$ cat src/rtl/adc_seq_pkg.sv
package adc_seq_pkg;

    typedef enum logic [1:0] {
        MODE_FIX_ONCE  = 2'b00,
        MODE_FIX_LOOP  = 2'b01,
        MODE_SCAN_ONCE = 2'b10,
        MODE_SCAN_LOOP = 2'b11
    } scan_mode_e;

    typedef enum logic {
        SRC_STD = 1'b0,
        SRC_INJ = 1'b1
    } conv_src_e;

    localparam int N_FLAGS = 2;
    localparam int FLAG_STD = 0;
    localparam int FLAG_INJ = 1;

    function automatic logic mode_is_scan(scan_mode_e m);
        return m[1];
    endfunction

    function automatic logic mode_is_loop(scan_mode_e m);
        return m[0];
    endfunction

endpackage

$ cat src/rtl/adc_seq_cfg.sv
module adc_seq_cfg
    import adc_seq_pkg::*;
#(
    parameter int CH_W = 3
) (
    input  logic            clk,
    input  logic            rst,
    input  logic            wr_en,
    input  logic [1:0]      wr_mode,
    input  logic [CH_W-1:0] wr_chan,
    input  logic            wr_start,
    input  logic            take_i,
    input  logic            stop_i,
    output scan_mode_e      mode_o,
    output logic [CH_W-1:0] chan_o,
    output logic            start_o,
    output logic            restart_o
);

    // Held configuration: consumed by the sequencer only at boundaries.
    always_ff @(posedge clk) begin
        if (rst) begin
            mode_o    <= MODE_FIX_ONCE;
            chan_o    <= '0;
            start_o   <= 1'b0;
            restart_o <= 1'b0;
        end else begin
            if (wr_en) begin
                mode_o    <= scan_mode_e'(wr_mode);
                chan_o    <= wr_chan;
                start_o   <= wr_start;
                restart_o <= wr_start;
            end else begin
                if (take_i) restart_o <= 1'b0;
                if (stop_i) start_o   <= 1'b0;
            end
        end
    end

endmodule

$ cat src/rtl/adc_seq_core.sv
module adc_seq_core
    import adc_seq_pkg::*;
#(
    parameter int CH_W = 3
) (
    input  logic            clk,
    input  logic            rst,
    input  scan_mode_e      sh_mode,
    input  logic [CH_W-1:0] sh_chan,
    input  logic            sh_start,
    input  logic            sh_restart,
    input  logic            inj_pend,
    input  logic [CH_W-1:0] inj_chan,
    input  logic            cnv_done,
    output logic            cnv_start,
    output logic [CH_W-1:0] cnv_chan,
    output logic            busy,
    output logic            std_done,
    output logic            inj_done,
    output logic [CH_W-1:0] done_chan,
    output logic            take,
    output logic            stop
);

    localparam logic [CH_W-1:0] CH_ONE = CH_W'(1);

    logic            active_q;
    logic            scan_q;
    logic [CH_W-1:0] seq_chan_q;
    logic            fl_q;
    conv_src_e       src_q;
    logic [CH_W-1:0] fl_chan_q;
    logic            start_q;

    logic idle_go, mid_scan, morph, boundary, again;

    always_comb begin
        std_done = cnv_done && fl_q && (src_q == SRC_STD);
        inj_done = cnv_done && fl_q && (src_q == SRC_INJ);
        idle_go  = !active_q && sh_restart;
        mid_scan = scan_q && (fl_chan_q != '0);
        morph    = !scan_q && mode_is_scan(sh_mode) && (fl_chan_q != '0) && !sh_restart;
        boundary = !mid_scan && !morph;
        again    = sh_restart || (sh_start && mode_is_loop(sh_mode));
        take     = idle_go || (std_done && boundary);
        stop     = std_done && boundary && !again;
    end

    always_ff @(posedge clk) begin
        if (rst) begin
            active_q   <= 1'b0;
            scan_q     <= 1'b0;
            seq_chan_q <= '0;
            fl_q       <= 1'b0;
            src_q      <= SRC_STD;
            fl_chan_q  <= '0;
            start_q    <= 1'b0;
        end else begin
            start_q <= 1'b0;
            if (idle_go) begin
                active_q   <= 1'b1;
                scan_q     <= mode_is_scan(sh_mode);
                seq_chan_q <= sh_chan;
            end
            if (std_done) begin
                if (mid_scan || morph) begin
                    scan_q     <= 1'b1;
                    seq_chan_q <= fl_chan_q - CH_ONE;
                end else if (again) begin
                    scan_q     <= mode_is_scan(sh_mode);
                    seq_chan_q <= sh_chan;
                end else begin
                    active_q <= 1'b0;
                end
            end
            if (cnv_done) begin
                fl_q <= 1'b0;
            end else if (!fl_q && (inj_pend || active_q)) begin
                fl_q    <= 1'b1;
                start_q <= 1'b1;
                if (inj_pend) begin
                    src_q     <= SRC_INJ;
                    fl_chan_q <= inj_chan;
                end else begin
                    src_q     <= SRC_STD;
                    fl_chan_q <= seq_chan_q;
                end
            end
        end
    end

    assign cnv_start = start_q;
    assign cnv_chan  = fl_chan_q;
    assign busy      = active_q;
    assign done_chan = fl_chan_q;

endmodule

$ cat src/rtl/adc_seq_res.sv
module adc_seq_res
    import adc_seq_pkg::*;
#(
    parameter int CH_W   = 3,
    parameter int DATA_W = 10
) (
    input  logic              clk,
    input  logic              rst,
    input  logic              std_done,
    input  logic              inj_done,
    input  logic [CH_W-1:0]   done_chan,
    input  logic [DATA_W-1:0] cnv_data,
    input  logic              inj_req,
    input  logic [CH_W-1:0]   inj_chan_in,
    input  logic              std_irq_clr,
    input  logic              inj_irq_clr,
    output logic [DATA_W-1:0] std_result,
    output logic [CH_W-1:0]   std_chan,
    output logic [DATA_W-1:0] inj_result,
    output logic              std_irq,
    output logic              inj_irq,
    output logic              inj_pend,
    output logic [CH_W-1:0]   inj_pend_chan
);

    logic [N_FLAGS-1:0] flag_set, flag_clr, flag_q;

    assign flag_set[FLAG_STD] = std_done;
    assign flag_set[FLAG_INJ] = inj_done;
    assign flag_clr[FLAG_STD] = std_irq_clr;
    assign flag_clr[FLAG_INJ] = inj_irq_clr;

    for (genvar i = 0; i < N_FLAGS; i++) begin : g_flag
        always_ff @(posedge clk) begin
            if (rst)              flag_q[i] <= 1'b0;
            else if (flag_set[i]) flag_q[i] <= 1'b1;
            else if (flag_clr[i]) flag_q[i] <= 1'b0;
        end
    end

    assign std_irq = flag_q[FLAG_STD];
    assign inj_irq = flag_q[FLAG_INJ];

    always_ff @(posedge clk) begin
        if (rst) begin
            std_result    <= '0;
            std_chan      <= '0;
            inj_result    <= '0;
            inj_pend      <= 1'b0;
            inj_pend_chan <= '0;
        end else begin
            if (std_done) begin
                std_result <= cnv_data;
                std_chan   <= done_chan;
            end
            if (inj_done) inj_result <= cnv_data;
            if (inj_req) begin
                inj_pend <= 1'b1;
                if (!inj_pend || inj_done) inj_pend_chan <= inj_chan_in;
            end else if (inj_done) begin
                inj_pend <= 1'b0;
            end
        end
    end

endmodule

$ cat src/rtl/adc_seq_ctrl.sv
module adc_seq_ctrl
    import adc_seq_pkg::*;
#(
    parameter int NUM_CH = 8,
    parameter int DATA_W = 10,
    localparam int CH_W  = (NUM_CH > 1) ? $clog2(NUM_CH) : 1
) (
    input  logic              clk,
    input  logic              rst,
    input  logic              cfg_wr,
    input  logic [1:0]        cfg_mode,
    input  logic [CH_W-1:0]   cfg_chan,
    input  logic              cfg_start,
    input  logic              inj_req,
    input  logic [CH_W-1:0]   inj_chan,
    input  logic              std_irq_clr,
    input  logic              inj_irq_clr,
    output logic              cnv_start,
    output logic [CH_W-1:0]   cnv_chan,
    input  logic              cnv_done,
    input  logic [DATA_W-1:0] cnv_data,
    output logic              busy,
    output logic              inj_pending,
    output logic [DATA_W-1:0] std_result,
    output logic [CH_W-1:0]   std_result_chan,
    output logic [DATA_W-1:0] inj_result,
    output logic              std_irq,
    output logic              inj_irq
);

    scan_mode_e      sh_mode;
    logic [CH_W-1:0] sh_chan;
    logic            sh_start, sh_restart;
    logic            take, stop;
    logic            std_done, inj_done;
    logic [CH_W-1:0] done_chan;
    logic [CH_W-1:0] inj_pend_chan;

    adc_seq_cfg #(.CH_W(CH_W)) u_cfg (
        .clk       (clk),
        .rst       (rst),
        .wr_en     (cfg_wr),
        .wr_mode   (cfg_mode),
        .wr_chan   (cfg_chan),
        .wr_start  (cfg_start),
        .take_i    (take),
        .stop_i    (stop),
        .mode_o    (sh_mode),
        .chan_o    (sh_chan),
        .start_o   (sh_start),
        .restart_o (sh_restart)
    );

    adc_seq_core #(.CH_W(CH_W)) u_core (
        .clk        (clk),
        .rst        (rst),
        .sh_mode    (sh_mode),
        .sh_chan    (sh_chan),
        .sh_start   (sh_start),
        .sh_restart (sh_restart),
        .inj_pend   (inj_pending),
        .inj_chan   (inj_pend_chan),
        .cnv_done   (cnv_done),
        .cnv_start  (cnv_start),
        .cnv_chan   (cnv_chan),
        .busy       (busy),
        .std_done   (std_done),
        .inj_done   (inj_done),
        .done_chan  (done_chan),
        .take       (take),
        .stop       (stop)
    );

    adc_seq_res #(.CH_W(CH_W), .DATA_W(DATA_W)) u_res (
        .clk           (clk),
        .rst           (rst),
        .std_done      (std_done),
        .inj_done      (inj_done),
        .done_chan     (done_chan),
        .cnv_data      (cnv_data),
        .inj_req       (inj_req),
        .inj_chan_in   (inj_chan),
        .std_irq_clr   (std_irq_clr),
        .inj_irq_clr   (inj_irq_clr),
        .std_result    (std_result),
        .std_chan      (std_result_chan),
        .inj_result    (inj_result),
        .std_irq       (std_irq),
        .inj_irq       (inj_irq),
        .inj_pend      (inj_pending),
        .inj_pend_chan (inj_pend_chan)
    );

endmodule

$ cat config.mk
export PLATFORM = sky130hd
export DESIGN_NAME = adc_seq_ctrl
export DESIGN_NICKNAME = d
export VERILOG_FILES = /design/src/rtl/adc_seq_pkg.sv /design/src/rtl/adc_seq_cfg.sv /design/src/rtl/adc_seq_core.sv /design/src/rtl/adc_seq_res.sv /design/src/rtl/adc_seq_ctrl.sv
export SDC_FILE = /design/constraint.sdc
export NUM_CORES = 1
export LEC_CHECK = 0
export ABC_AREA = 1
export BUFFER_PORTS_ARGS = -buffer_cell sky130_fd_sc_hd__buf_4
export CORE_ASPECT_RATIO = 0.9
export CORE_MARGIN = 10
export CORE_UTILIZATION = 45
export CTS_BUF_LIST = sky130_fd_sc_hd__clkbuf_4
export DETAILED_ROUTE_END_ITERATION = 6
export MAX_ROUTING_LAYER = met4
export PLACE_DENSITY = 0.81
export SLEW_MARGIN = 20
export SYNTH_ARGS = -nofsm -noshare
export SYNTH_HDL_FRONTEND = slang
export SYNTH_SLANG_ARGS = --single-unit
$ cat constraint.sdc
create_clock -name clk -period 1.5 [get_ports clk]
set_clock_uncertainty 0.2 [all_clocks]
set_input_delay 0.075 -clock clk [delete_from_list [all_inputs] [get_ports clk]]
set_output_delay 0.075 -clock clk [all_outputs]
set_load 0.02 [all_outputs]
==> qor.log <==
INFO  critical_path  critPathArrivalTime=1.48ns
INFO  die            initial_utilization=46.68%
INFO  detailed_routing drtAntennaViolNets=0
INFO  sta            fin_hold_ws=0.02018ns
INFO  critical_path  setup_crit_end=u_cfg.start_o
INFO  sta            setup-violations-final=0
INFO  die            floorplan.die_area=7230um^2
INFO  critical_path  worst-endpoint-required=1.57ns
INFO  critical_path  crit_path_cell_trace=inv_2 -> nand2_1 -> nand2_2 -> a21oi_4 -> nand2_1 -> nand3b_1 -> nand2_1
INFO  synth          synth_warnings=0
INFO  critical_path  crit_top_cell=nand2_1
INFO  place          dp_slack=-0.009005ns
INFO  sta            final_worst_path_period_share=93.78%
INFO  detailed_routing firstDrtPassIters=4
INFO  sta            report.final.slew_viol_count=0
INFO  cts            post_cts_buffers=0
INFO  cts            root_buffer=clkbuf_4
INFO  detailed_routing post_detailed_route_wirelength_per_cell=13.23um
INFO  cts            clk-insertion-delay-late=0.36ns
INFO  detailed_routing vias_per_cell=4.845
INFO  global_route   groute.usage.overall=15.93%
INFO  final_layout   most_common_cell_after_layout_fill_and_taps_aside=buf_4
INFO  final_layout   final-seq-area=948.4um^2
INFO  final_layout   finish.net_count=380
INFO  detailed_routing initialDrtViolationCount=90
INFO  sta            postLayoutSetupSlackWorst=0.09324ns
INFO  synth          syn_area_per_cell=7.343um^2
INFO  final_layout   final_layout_size_suffix_gt1_share=26.63%
INFO  cts            clockBufferDepth=2
INFO  final_layout   fillers=346
INFO  place          gp_congestion=0.8116
INFO  critical_path  timing.critical_path.fanout_max=6
INFO  cts            cts_inserted_buffers=5
INFO  power_and_ir_drop power_density=861.7nW/um^2
INFO  critical_path  reg2reg_depth=7
INFO  critical_path  r2r_setup_slack=0.09ns
INFO  detailed_routing routed-via-count=1943
INFO  critical_path  critical_path.top_delay_family=flip-flops
INFO  cts            clock_sinks=47
INFO  sta            worst_pin_slew=0.2651ns
INFO  synth          post_synth_num_cell_types=22
INFO  min_path       timing.hold.worst.class=in -> reg
INFO  cts            cts_tree=yes
INFO  run_status     status=finished, final reports clean
INFO  critical_path  logic_depth_of_the_worst_setup_path_including_buffers=7
INFO  critical_path  critical_path_buffer_and_inverter_count=1
INFO  detailed_routing remaining_drc_errors=0
INFO  place          place_hpwl=3699um
INFO  critical_path  reg2reg_to=u_cfg.start_o
INFO  die            floorplan.die.width=88.53um
INFO  synth          synth_cells=259
INFO  flow_run       max_cap_violations=0
INFO  final_layout   areaGrowthSynthToFinish=47.96%
INFO  synth          syn_nets=287
INFO  die            chipHeight=81.68um
INFO  final_layout   diodes=0
INFO  final_layout   final_cell_mix=buf_4, nor2_1, dfxtp_1, nand2_1, o21ai_0
INFO  power_and_ir_drop power_leakage=0.001301uW
INFO  global_route   grt_pass1_wl=8866um
INFO  cts            clock_slew_seen_by_the_registers_of_the_worst_setup_and_hold_paths=0.13ns
INFO  power_and_ir_drop vdd.ir_drop.worst=0.6139mV
INFO  critical_path  cp_max_delay_cell=dfxtp_1
INFO  sta            fmax=710.9MHz
INFO  place          port-buffer-count=56
INFO  synth          syn_std_cell_area=1902um^2
INFO  die            floorplan.rows=22
INFO  critical_path  worst_path_largest_cell_delay=0.48ns
INFO  synth          ys_seq_area_share=49.47%
INFO  critical_path  crit_type=reg -> reg
INFO  global_route   grt_antenna_before_repair=0
INFO  sta            slew_headroom=82.28%
INFO  global_route   via_count_of_the_first_global_routing_pass=1966
INFO  sta            timing_hold_violations_final=0
INFO  final_layout   multi_input_comb_area=815.8um^2
INFO  global_route   largest_net_degree_at_the_start_of_global_routing=29
INFO  critical_path  beginning_of_the_critical_path=u_cfg.restart_o
INFO  die            number_of_ports_placed_on_the_die_boundary=57
INFO  cts            maximum_level_of_the_cts_h_tree=2
INFO  detailed_routing totalWireLength=5306um
INFO  sta            period_minus_slack=1.407ns
INFO  critical_path  reg2reg_from=u_cfg.restart_o
INFO  critical_path  startpoint_type=flip-flop
INFO  global_route   grt_overflow=0
INFO  die            fp.coreArea=4074um^2
INFO  synth          postSynthRegisterBits=47
INFO  critical_path  end_kind=flip-flop
==> flip-flops by register name, indices dropped and copies added (netlist names), 2 cells and up <==
signal and flops:
u_cfg.mode_o 2, u_res.std_chan 3, u_res.inj_result 10, u_cfg.chan_o 3, u_core.cnv_chan 3, u_core.seq_chan_q 3, u_res.std_result 10, u_res.inj_pend_chan 3
==> cells in the mapped netlist <==
cell type	n	area, um^2
clkinv_1	2	7.510
nand3b_1	2	15.01
dfxtp_1	47	940.9
nor2_1	43	161.4
nand2_2	3	18.77
ha_1	2	25.02
o21ai_1	1	5.000
a31oi_1	1	6.260
buf_4	2	15.01
clkbuf_1	2	7.510
inv_1	30	112.6
nor2_4	1	11.26
o21ai_0	37	185.2
nand2_1	38	142.6
clkbuf_2	1	5.000
nand3_1	10	50.05
inv_2	3	11.26
a211oi_1	1	7.510
a21oi_1	25	125.1
buf_2	5	25.02
nand4_1	1	6.260
a21oi_2	2	17.52
==> final cells by class <==
type	instances	area share (%)
Multi-Input combinational cell	167	28.99
Clock buffer	7	1.867
Tap cell	48	2.134
Sequential cell	47	33.70
Timing Repair Buffer	96	28.37
Inverter	35	4.758
Clock inverter	1	0.1779
==> power breakdown <==
group | internal [uW] | leakage (uW) | total, uW | switching [uW]
registers | 1310 | 0.000386 | 1350 | 38.6
logic | 230 | 0.000880 | 472 | 242
clock network | 219 | 0.0000361 | 606 | 386
==> worst min path at each step <==
stage,depth (start not counted),to,start
floorplan,2,u_res.inj_pend,inj_req
global placement,3,u_cfg.mode_o[0],cfg_mode[0]
detailed placement,3,u_cfg.mode_o[1],cfg_mode[1]
CTS,5,u_cfg.start_o,cfg_wr
global route,5,u_cfg.start_o,cfg_wr
finish,5,u_cfg.start_o,cfg_wr
==> cell families (layout without fill, tap and decap cells) <==
logic type	Yosys count	in the layout	share of synthesized area, %
adders and majority gates	2	2	1.316
AOI/OAI and AO/OA	67	67	18.22
and+or+nand+nor	98	98	21.32
DFF	47	47	49.47
buffers and inverters	45	139	9.671
==> stage by stage <==
step           utilization, %  power [uW]  instances  area, um^2   TNS [ns]
5_1_grt                 69.07        2545        401        2814  -0.002515
4_1_cts                 68.30        2415        401        2783          0
6_report                69.07        2425        401        2814          0
3_5_place_dp            58.97        1751        362        2402  -0.009005
3_3_place_gp            58.97        1738        362        2402          0
2_1_floorplan               -        1585        259        1907          0
==> what timing repair did <==
action,in CTS,in global routing
gates cloned,0,0
hold buffers,31,0
gates resized for setup,3,11
pin swaps,2,4
endpoints found under the setup margin,3,16
hold endpoints to repair,39,0
==> metal layers <==
| metal | global-route usage [%] | wire length, um | vias to the layer above |
|---|---|---|---|
| met5 | - | 0 | - |
| met4 | 5.806 | 69 | 0 |
| met3 | 4.154 | 242 | 8 |
| met2 | 27.89 | 2626 | 39 |
| met1 | 17.04 | 2368 | 887 |
| li1 | - | - | 1009 |
==> worst reg2reg max path, cell delays in order, from the launching register on <==
cell	delay [ns]
dfxtp_1	0.48
inv_2	0.05
nand2_1	0.07
nand2_2	0.10
a21oi_4	0.19
nand2_1	0.09
nand3b_1	0.10
nand2_1	0.05
Power figures use the tool's default switching activity.
